===== src/rtl/tsq_pkg.sv =====
package tsq_pkg;
    parameter int unsigned TASKS = 4;
    parameter int unsigned SLOTS = 16;

    localparam int unsigned ID_W   = $clog2(TASKS);
    localparam int unsigned LEN_W  = $clog2(SLOTS);
    localparam int unsigned WORD_W = SLOTS * ID_W;
    localparam int unsigned CNT_W  = LEN_W;
    localparam int unsigned CNTS_W = TASKS * CNT_W;

    typedef logic [ID_W-1:0] task_id_t;

    typedef enum logic {
        ST_RUN   = 1'b0,
        ST_ARMED = 1'b1
    } seq_state_e;
endpackage


===== src/rtl/tsq_slot_ring.sv =====
module tsq_slot_ring
    import tsq_pkg::*;
(
    input  logic              clk,
    input  logic              rst_n,
    input  logic              load_i,
    input  logic [WORD_W-1:0] load_word_i,
    input  logic [LEN_W-1:0]  load_len_i,
    output task_id_t          cur_task_o,
    output logic              at_last_o
);
    task_id_t           stage_q [SLOTS];
    logic [LEN_W-1:0]   len_q;
    logic [LEN_W-1:0]   pos_q;

    // each stage either takes a fresh field, passes its neighbour's entry
    // down the ring, or (as the tail) takes the head entry back
    for (genvar i = 0; i < SLOTS; i++) begin : g_stage
        task_id_t feed;
        if (i == SLOTS - 1) begin : g_tail
            assign feed = stage_q[0];
        end else begin : g_body
            assign feed = (LEN_W'(i) == len_q) ? stage_q[0] : stage_q[i+1];
        end

        always_ff @(posedge clk or negedge rst_n) begin
            if (!rst_n) begin
                stage_q[i] <= '0;
            end else if (load_i) begin
                stage_q[i] <= load_word_i[i*ID_W +: ID_W];
            end else if (LEN_W'(i) <= len_q) begin
                stage_q[i] <= feed;
            end
        end
    end

    always_ff @(posedge clk or negedge rst_n) begin
        if (!rst_n) begin
            len_q <= LEN_W'(SLOTS - 1);
            pos_q <= '0;
        end else if (load_i) begin
            len_q <= load_len_i;
            pos_q <= '0;
        end else if (pos_q == len_q) begin
            pos_q <= '0;
        end else begin
            pos_q <= pos_q + 1'b1;
        end
    end

    assign cur_task_o = stage_q[0];
    assign at_last_o  = (pos_q == len_q);
endmodule


===== src/rtl/tsq_share_decoder.sv =====
module tsq_share_decoder
    import tsq_pkg::*;
(
    input  logic [WORD_W-1:0] word_i,
    input  logic [LEN_W-1:0]  len_i,
    output logic [TASKS-1:0]  mask_o,
    output logic [CNTS_W-1:0] counts_o,
    output logic              single_o
);
    logic [LEN_W:0] tally [TASKS];

    always_comb begin
        for (int t = 0; t < TASKS; t++) begin
            tally[t] = '0;
        end
        for (int s = 0; s < SLOTS; s++) begin
            if (LEN_W'(s) <= len_i) begin
                tally[word_i[s*ID_W +: ID_W]] =
                    tally[word_i[s*ID_W +: ID_W]] + (LEN_W+1)'(1);
            end
        end
    end

    for (genvar t = 0; t < TASKS; t++) begin : g_task
        assign mask_o[t]                    = (tally[t] != '0);
        assign counts_o[t*CNT_W +: CNT_W]   = tally[t][CNT_W-1:0];
    end

    assign single_o = (tally[0] == ({1'b0, len_i} + (LEN_W+1)'(1)));
endmodule


===== src/rtl/task_slot_seq.sv =====
module task_slot_seq
    import tsq_pkg::*;
(
    input  logic                          clk,
    input  logic                          rst_n,
    input  logic                          wr_en_i,
    input  logic [tsq_pkg::WORD_W-1:0]    wr_word_i,
    input  logic [tsq_pkg::LEN_W-1:0]     wr_len_i,
    output logic [tsq_pkg::WORD_W-1:0]    rd_word_o,
    output logic [tsq_pkg::LEN_W-1:0]     rd_len_o,
    output logic [tsq_pkg::ID_W-1:0]      task_id_o,
    output logic [tsq_pkg::TASKS-1:0]     run_mask_o,
    output logic [tsq_pkg::CNTS_W-1:0]    slot_counts_o,
    output logic                          single_task_o
);
    seq_state_e         state_q, state_d;
    logic [WORD_W-1:0]  shadow_word_q;
    logic [LEN_W-1:0]   shadow_len_q;
    logic               at_last;
    logic               reload;
    task_id_t           ring_task;

    logic [TASKS-1:0]   dec_mask;
    logic [CNTS_W-1:0]  dec_counts;
    logic               dec_single;

    logic [TASKS-1:0]   mask_q;
    logic [CNTS_W-1:0]  counts_q;
    logic               single_q;

    // next-state selection
    always_comb begin
        state_d = state_q;
        unique case (state_q)
            ST_RUN: begin
                if (wr_en_i) state_d = ST_ARMED;
            end
            ST_ARMED: begin
                if (wr_en_i)      state_d = ST_ARMED;
                else if (at_last) state_d = ST_RUN;
            end
            default: state_d = ST_RUN;
        endcase
    end

    // state register and the shadow copy of the written word
    always_ff @(posedge clk or negedge rst_n) begin
        if (!rst_n) begin
            state_q       <= ST_RUN;
            shadow_word_q <= '0;
            shadow_len_q  <= LEN_W'(SLOTS - 1);
        end else begin
            state_q <= state_d;
            if (wr_en_i) begin
                shadow_word_q <= wr_word_i;
                shadow_len_q  <= wr_len_i;
            end
        end
    end

    // per-state outputs: reload the ring only at a loop boundary
    always_comb begin
        reload = 1'b0;
        unique case (state_q)
            ST_RUN:   reload = 1'b0;
            ST_ARMED: reload = at_last;
            default:  reload = 1'b0;
        endcase
    end

    tsq_slot_ring u_ring (
        .clk         (clk),
        .rst_n       (rst_n),
        .load_i      (reload),
        .load_word_i (shadow_word_q),
        .load_len_i  (shadow_len_q),
        .cur_task_o  (ring_task),
        .at_last_o   (at_last)
    );

    tsq_share_decoder u_dec (
        .word_i   (shadow_word_q),
        .len_i    (shadow_len_q),
        .mask_o   (dec_mask),
        .counts_o (dec_counts),
        .single_o (dec_single)
    );

    always_ff @(posedge clk or negedge rst_n) begin
        if (!rst_n) begin
            mask_q   <= TASKS'(1);
            counts_q <= CNTS_W'(CNT_W'(SLOTS));
            single_q <= 1'b1;
        end else begin
            mask_q   <= dec_mask;
            counts_q <= dec_counts;
            single_q <= dec_single;
        end
    end

    assign rd_word_o     = shadow_word_q;
    assign rd_len_o      = shadow_len_q;
    assign task_id_o     = ring_task;
    assign run_mask_o    = mask_q;
    assign slot_counts_o = counts_q;
    assign single_task_o = single_q;
endmodule


===== config.mk =====
export PLATFORM = sky130hd
export DESIGN_NAME = task_slot_seq
export DESIGN_NICKNAME = d
export VERILOG_FILES = /design/src/rtl/tsq_pkg.sv /design/src/rtl/tsq_slot_ring.sv /design/src/rtl/tsq_share_decoder.sv /design/src/rtl/task_slot_seq.sv
export SDC_FILE = /design/constraint.sdc
export NUM_CORES = 1
export LEC_CHECK = 0
export BUFFER_PORTS_ARGS = -buffer_cell sky130_fd_sc_hd__clkbuf_2
export CAP_MARGIN = 0
export CORE_ASPECT_RATIO = 0.5
export CORE_MARGIN = 5
export CORE_UTILIZATION = 45
export DETAILED_ROUTE_END_ITERATION = 16
export GPL_ROUTABILITY_DRIVEN = 0
export SLEW_MARGIN = 20
export SYNTH_ARGS = -nofsm -noshare
export SYNTH_HDL_FRONTEND = slang
export SYNTH_SLANG_ARGS = --single-unit

===== constraint.sdc =====
create_clock -name clk -period 16.9 [get_ports clk]
set_input_delay 1.69 -clock clk [delete_from_list [all_inputs] [get_ports clk]]
set_output_delay 1.69 -clock clk [all_outputs]
set_load 0.05 [all_outputs]

==> results of run 1 <==
[stage by stage]
stage          worst slack [ns]  utilization, %
6_report                   1.01            49.6
5_1_grt                  0.0352            49.6
4_1_cts                   0.984            49.3
3_5_place_dp               1.07            48.3
3_3_place_gp              0.991            48.3
2_1_floorplan              2.43               -
[cells by family after synthesis]
| kind of cell | Yosys count | share of synthesized area (%) |
|---|---|---|
| flops | 98 | 17.5 |
| buf+inv | 179 | 5.11 |
| xor+xnor | 155 | 10.4 |
| fa+ha+maj | 19 | 1.69 |
| simple gates | 818 | 27.8 |
| mux | 112 | 9.53 |
| compound gates | 569 | 27.9 |
[power groups by stage]
stage	combinational [W]	sequential (W)	clock, W
after detailed placement	0.00157	0.000444	0
final	0.00161	0.000443	0.000220
after floorplan	0.00118	0.000475	0
after global placement	0.00157	0.000444	0
after CTS	0.00158	0.000440	0.000224
after global routing	0.00176	0.000457	0.000234
[state kept, by name, summed over array words and instances, names as in the netlist]
| name | cells |
|---|---|
| rd_word_o | 32 |
| u_ring.stage_q | 30 |
| slot_counts_o | 16 |
| rd_len_o | 4 |
| run_mask_o | 4 |
| u_ring.len_q | 4 |
| u_ring.pos_q | 4 |
| u_ring.cur_task_o | 2 |
| single_task_o | 1 |
| state_q | 1 |
[synthesized netlist by cell type, types with 21 or more instances]
cell type / instances
a211oi_1: 29
o21ai_0: 136
nand3_1: 71
and2_1: 22
mux2i_1: 53
xor2_1: 50
nor2_1: 198
inv_1: 38
a21o_1: 21
dfrtp_1: 88
mux2_2: 46
o211ai_1: 24
nor4_1: 23
a31oi_1: 25
nand2_1: 262
xnor2_1: 94
nor3_1: 79
and3_1: 25
a21oi_1: 113
nor2b_1: 23
clkbuf_1: 102
[per-layer routing]
layer	vias to the layer above	routed length, um
met5	-	0
met4	0	1290
met3	89	3920
met2	797	21700
met1	7176	23500
li1	7199	-
[area by class of cell]
class | instances | area (um2)
Tap cell | 423 | 529
Clock inverter | 7 | 83.8
Inverter | 42 | 161
Clock buffer | 9 | 225
Timing Repair Buffer | 129 | 728
Multi-Input combinational cell | 1673 | 11000
Fill cell | 3050 | 15400
Sequential cell | 98 | 2480
[how the worst max path moves through the flow]
| stage | cells past startpoint | slack (ns) | start | to |
|---|---|---|---|---|
| floorplan | 65 | 2.43 | rd_len_o[0]$_DFFE_PN1P_ | single_task_o$_DFF_PN1_ |
| global placement | 64 | 0.99 | rd_len_o[0]$_DFFE_PN1P_ | run_mask_o[2]$_DFF_PN0_ |
| detailed placement | 63 | 1.07 | rd_len_o[0]$_DFFE_PN1P_ | single_task_o$_DFF_PN1_ |
| CTS | 63 | 0.98 | rd_len_o[0]$_DFFE_PN1P_ | single_task_o$_DFF_PN1_ |
| global route | 67 | 0.04 | rd_len_o[3]$_DFFE_PN1P_ | run_mask_o[1]$_DFF_PN0_ |
| finish | 66 | 1.01 | rd_len_o[0]$_DFFE_PN1P_ | single_task_o$_DFF_PN1_ |
[layout by cell type (no fill, tap or decap), drive strengths merged, types with 12 or more instances in the layout]
| cell type | n |
|---|---|
| o21ai | 143 |
| nand2 | 264 |
| xor2 | 53 |
| or3 | 19 |
| a21o | 21 |
| mux4 | 13 |
| mux2 | 46 |
| nand2b | 19 |
| clkbuf | 105 |
| nor4 | 26 |
| ha | 19 |
| nand4 | 15 |
| dfrtp | 88 |
| nor3 | 83 |
| buf | 33 |
| o211ai | 24 |
| nor2b | 23 |
| xnor2 | 99 |
| a211oi | 32 |
| o32ai | 17 |
| o31ai | 19 |
| and3 | 26 |
| a21oi | 115 |
| nand3 | 72 |
| a22oi | 18 |
| a31oi | 27 |
| mux2i | 53 |
| or2 | 17 |
| nor2 | 198 |
| o21a | 12 |
| o22ai | 16 |
| and2 | 23 |
| inv | 42 |
[repair_timing]
action                                  CTS  global route
endpoints found under the setup margin    0             8
buffers inserted                          0             3
gates resized for setup                   0            13
[critical path: cells and delay by family (launching register included)]
| family | cells | cell delay [ns] |
|---|---|---|
| muxes | 9 | 3.27 |
| xor gates and xnor gates | 8 | 1.64 |
| DFF | 1 | 0.73 |
| and+or+nand+nor | 16 | 2.66 |
| buffers and inverters | 3 | 0.34 |
| AOI/OAI and AO/OA | 21 | 3.90 |
| adders and majority gates | 9 | 3.21 |
==> results.toml, run 1 <==
[status]
outcome = "finished clean"

[route]
routedWlPerCell_um = 21.2
drtPass1Iterations = 5
drc = 0
drt-vias-per-instance = 6.41
totalWireLength_mm = 50.5
via_count = 15261
drt_iter0_drc = 1892
final_antenna_net_count = 0

[global_route]
grt_pass1_vias = 13595
use_met3_pct = 3.48
grt_max_degree = 71
busiest_layer = "met2"
grt_pass1_wl_mm = 79.5
overflow = 0
antenna_found_initial = 0
met1_usage_pct = 41.6
gr-usage-met2_pct = 42.2
groute.usage.overall_pct = 27.8

[layout]
areaGrowthSynthToFinish_pct = 7.74
diodes = 0
drive_gt1_share_pct = 14.6
finalNetCount = 2011
instances_no_fill = 2381
finalInstanceArea_mm2 = 0.0152

[power_and_ir_drop]
p_clk_share_pct = 9.7
p_sw_w = 0.00126
p_int_w = 0.00102
powerDensity_mw_per_mm2 = 150
p_sw_share_pct = 55.4
vdd_drop_max_mv = 0.0755
total_power_w = 0.00228
power_frac_comb_pct = 70.8
seq_power_share_pct = 19.5
p_leak_nw = 5.84

[clock_network]
clk_pin_slew_worst_paths_ns = 0.08
clkLatencyLatePin_ns = 0.38
cts_root_buf = "clkbuf_16"
cts_buffer_depth = 2
cts_tree = "yes"
numCtsBuffers = 9
hold_buffers = 0
clock-sinks = 98
htree_levels = 3

[die]
die-width_um = 260
placementRows = 45
ios = 98
core_area_mm2 = 0.0306
fp.dieH_um = 135
start_util_pct = 46.0
fp.dieArea_mm2 = 0.0351

[critical_path]
r2r_start = "rd_len_o[0]$_DFFE_PN1P_"
r2r_setup_slack_ns = 1.01
cp.arrival_ns = 16.16
worstSetupEndpointType = "register"
reg2reg_to = "single_task_o$_DFF_PN1_"
crit_fanout = 12
slowest_stage = "dfstp_4"
cp.required_ns = 17.17
cp_common_cell = "ha_1"
cpPeakStageDelay_ns = 0.73
reg2regPathDepth = 66
setup.worst_path.start_class = "register"
critPathKind = "reg -> reg"

[timing]
final.setup_skew_ns = 0.0169
drv_slew = 0
maxSlewHeadroom_pct = 36.3
setup_violations = 0
max_freq_ghz = 0.0629
finalHoldViolCount = 0
fin_tns_setup_ns = 0
rsz0062_at_grt = "false"
finalHoldWorstSlack_ns = 0.489
tightest_slew_ns = 0.949
fin_crit_sh_pct = 94.0
period_needed_ns = 15.89

[logic_synthesis]
yosysWarnings = 0
yosysUniqueCellTypes = 108
seq_area_frac_synth_pct = 17.5
ys_ff_latch = 98
yosys-top-cells-area = "dfrtp_1, nand2_1, xnor2_1, nor2_1, o21ai_0"
syn_area_mm2 = 0.0141
syn_avg_cell_area_um2 = 7.22
synth_top_area_share_pct = 15.6
netlist.top_cell.by_area = "dfrtp_1"
syn_nets = 2008
synth_flop_cell = "dfrtp_1"
synthArstFlopShare_pct = 100
synth_edf_count = 0
syn_inst = 1950

[hold_path]
hold_class = "reg -> reg"
min_from = "u_ring.stage_q[12]$_DFFE_PN0P_"
min_delay_worst_endpoint = "u_ring.stage_q[12]$_DFFE_PN0P_"
min_path_cells = 2

[placed_design]
place_area_mm2 = 0.0148
dp_cells = 2362
hpwl_mm = 38.3
portBuffers = 97

[flow_run]
drv_cap = 0
No activity file was read; power rests on OpenSTA's default activity.
==> run 2: changes to the inputs <==
--- a/config.mk
+++ b/config.mk
@@ -5,12 +5,12 @@
 export SDC_FILE = /design/constraint.sdc
 export NUM_CORES = 1
 export LEC_CHECK = 0
-export BUFFER_PORTS_ARGS = -buffer_cell sky130_fd_sc_hd__clkbuf_2
 export CAP_MARGIN = 0
 export CORE_ASPECT_RATIO = 0.5
 export CORE_MARGIN = 5
 export CORE_UTILIZATION = 45
 export DETAILED_ROUTE_END_ITERATION = 16
+export DONT_BUFFER_PORTS = 1
 export GPL_ROUTABILITY_DRIVEN = 0
 export SLEW_MARGIN = 20
 export SYNTH_ARGS = -nofsm -noshare
==> run 2 against run 1 <==
Via count decreased by 1.5%. Hold slack got worse by 0.0055 ns. Clock power is 2% lower. Global-route usage about the same. Final area is 3.2% lower. Combinational power shrank 7%. Core utilization shrank 1.6 points. Critical endpoint is now run_mask_o[3]$_DFF_PN0_. Largest cell class unchanged.
==> results.toml, run 2 (synthesis gave the netlist of run 1 again) <==
[timing]
timing.final.ws_setup_ns = 0.907
maxSlewHeadroom_pct = 27.5
drv_slew = 0
tightest_slew_ns = 1.09
finalHoldViolCount = 0
fin_crit_sh_pct = 94.6
final.setup_skew_ns = 0.0192
max_freq_ghz = 0.0625
setup_violations = 0
period_needed_ns = 15.99

[route]
final_antenna_net_count = 0
drtPass1Iterations = 6
routedWlPerCell_um = 22.0
drt_iter0_drc = 2034
drc = 0
via_count = 15028
drt-vias-per-instance = 6.56
totalWireLength_mm = 50.4

[layout]
areaGrowthSynthToFinish_pct = 4.25
largest_reg_flops = 32
fill_cells = 3129
final_cell_mix = "nand2_1, nor2_1, o21ai_0"
drive_gt1_share_pct = 10.3
layout_commonest_cell = "nand2_1"
instances_no_fill = 2291
multi_input_area_mm2 = 0.0109
seqCellArea_mm2 = 0.00248
finalInstanceArea_mm2 = 0.0147
finalNetCount = 1920

[die]
die-width_um = 260
core_area_mm2 = 0.0306
placementRows = 45
fp.dieH_um = 135
start_util_pct = 46.0
ios = 98
fp.dieArea_mm2 = 0.0351

[power_and_ir_drop]
total_power_w = 0.00224
vdd_drop_max_mv = 0.0711
p_leak_nw = 5.44
powerDensity_mw_per_mm2 = 152

[clock_network]
clkLatencyLatePin_ns = 0.38
cts_setup_buffers = 0
clock-sinks = 98
hold_buffers = 0
htree_levels = 3
cts_tree = "yes"
cts_buffer_depth = 2
cts_resized = 0
numCtsBuffers = 9
cts_root_buf = "clkbuf_16"
clk_pin_slew_worst_paths_ns = 0.08

[global_route]
grt_pass1_vias = 13447
antenna_found_initial = 0
groute.usage.overall_pct = 27.8
grt_max_degree = 99
overflow = 0
grt_pass1_wl_mm = 79.4

[critical_path]
cp_common_cell = "ha_1"
cp.arrival_ns = 16.26
setup.worst_path.start_class = "register"
worstSetupEndpointType = "register"
slowest_stage = "dfstp_4"
crit_fanout = 12
cp.required_ns = 17.17
critPathKind = "reg -> reg"
cpPeakStageDelay_ns = 0.78

[placed_design]
dp_cells = 2274
hpwl_mm = 38.5
portBuffers = 0
pre_cts_ws_ns = 1.04
place_area_mm2 = 0.0143

[flow_run]
drv_cap = 0

[hold_path]
hold_class = "reg -> reg"

[status]
outcome = "finished clean"
## run 2: area by class of cell
class	instances	share of cell area (%)
diodes	1	0.0171
clock buffers	9	1.54
clock inverters	7	0.461
inverters	42	1.07
multi-input cells	1673	74.5
flip-flops and latches	98	16.9
well taps	423	3.61
repair buffers	38	1.94
## run 2: critical path: cells and delay by family (launching register included)
family | cells | cell delay [ns]
buffers and inverters | 3 | 0.38
AND/OR/NAND/NOR | 15 | 2.28
flip-flops | 1 | 0.78
multiplexers | 11 | 3.95
XOR/XNOR | 5 | 1.15
adder cells (fa/ha/maj) | 10 | 3.55
AO/OA/AOI/OAI | 20 | 3.80
## run 2: stage by stage
stage | hold slack (ns) | utilization [%] | setup TNS [ns]
finish | 0.484 | 48.0 | 0
global route | 0.520 | 48.0 | -0.0233
CTS | 0.490 | 47.8 | 0
detailed placement | 0.474 | 46.9 | 0
global placement | 0.466 | 46.9 | 0
floorplan | 0.444 | - | 0
## run 2: worst paths after layout
path                                           startpoint  cells past startpoint  slack, ns                             end
setup / recovery                  rd_len_o[0]$_DFFE_PN1P_                     64       0.91         run_mask_o[3]$_DFF_PN0_
hold / removal             u_ring.stage_q[13]$_DFFE_PN0P_                      2       0.48  u_ring.stage_q[13]$_DFFE_PN0P_
setup reg to reg                  rd_len_o[0]$_DFFE_PN1P_                     64       0.91         run_mask_o[3]$_DFF_PN0_
hold reg to reg            u_ring.stage_q[13]$_DFFE_PN0P_                      2       0.48  u_ring.stage_q[13]$_DFFE_PN0P_
max in group asynchronous                           rst_n                      0      15.61         run_mask_o[0]$_DFF_PN1_
min in group asynchronous                           rst_n                      0       1.00        rd_word_o[6]$_DFFE_PN0P_
## run 2: power breakdown
group	switching [W]	total [W]	internal, W
Sequential	0.000204	0.000529	0.000325
Combinational	0.000933	0.00149	0.000560
Clock	0.000111	0.000215	0.000104
## run 2: layer usage
| metal | vias up | GRT usage, % | part of all wire [%] |
|---|---|---|---|
| li1 | 7020 | - | - |
| met1 | 7084 | 39.9 | 45 |
| met2 | 821 | 43.2 | 44 |
| met3 | 103 | 5.27 | 8.7 |
| met4 | 0 | 6.77 | 2.3 |
| met5 | - | 0 | 0 |
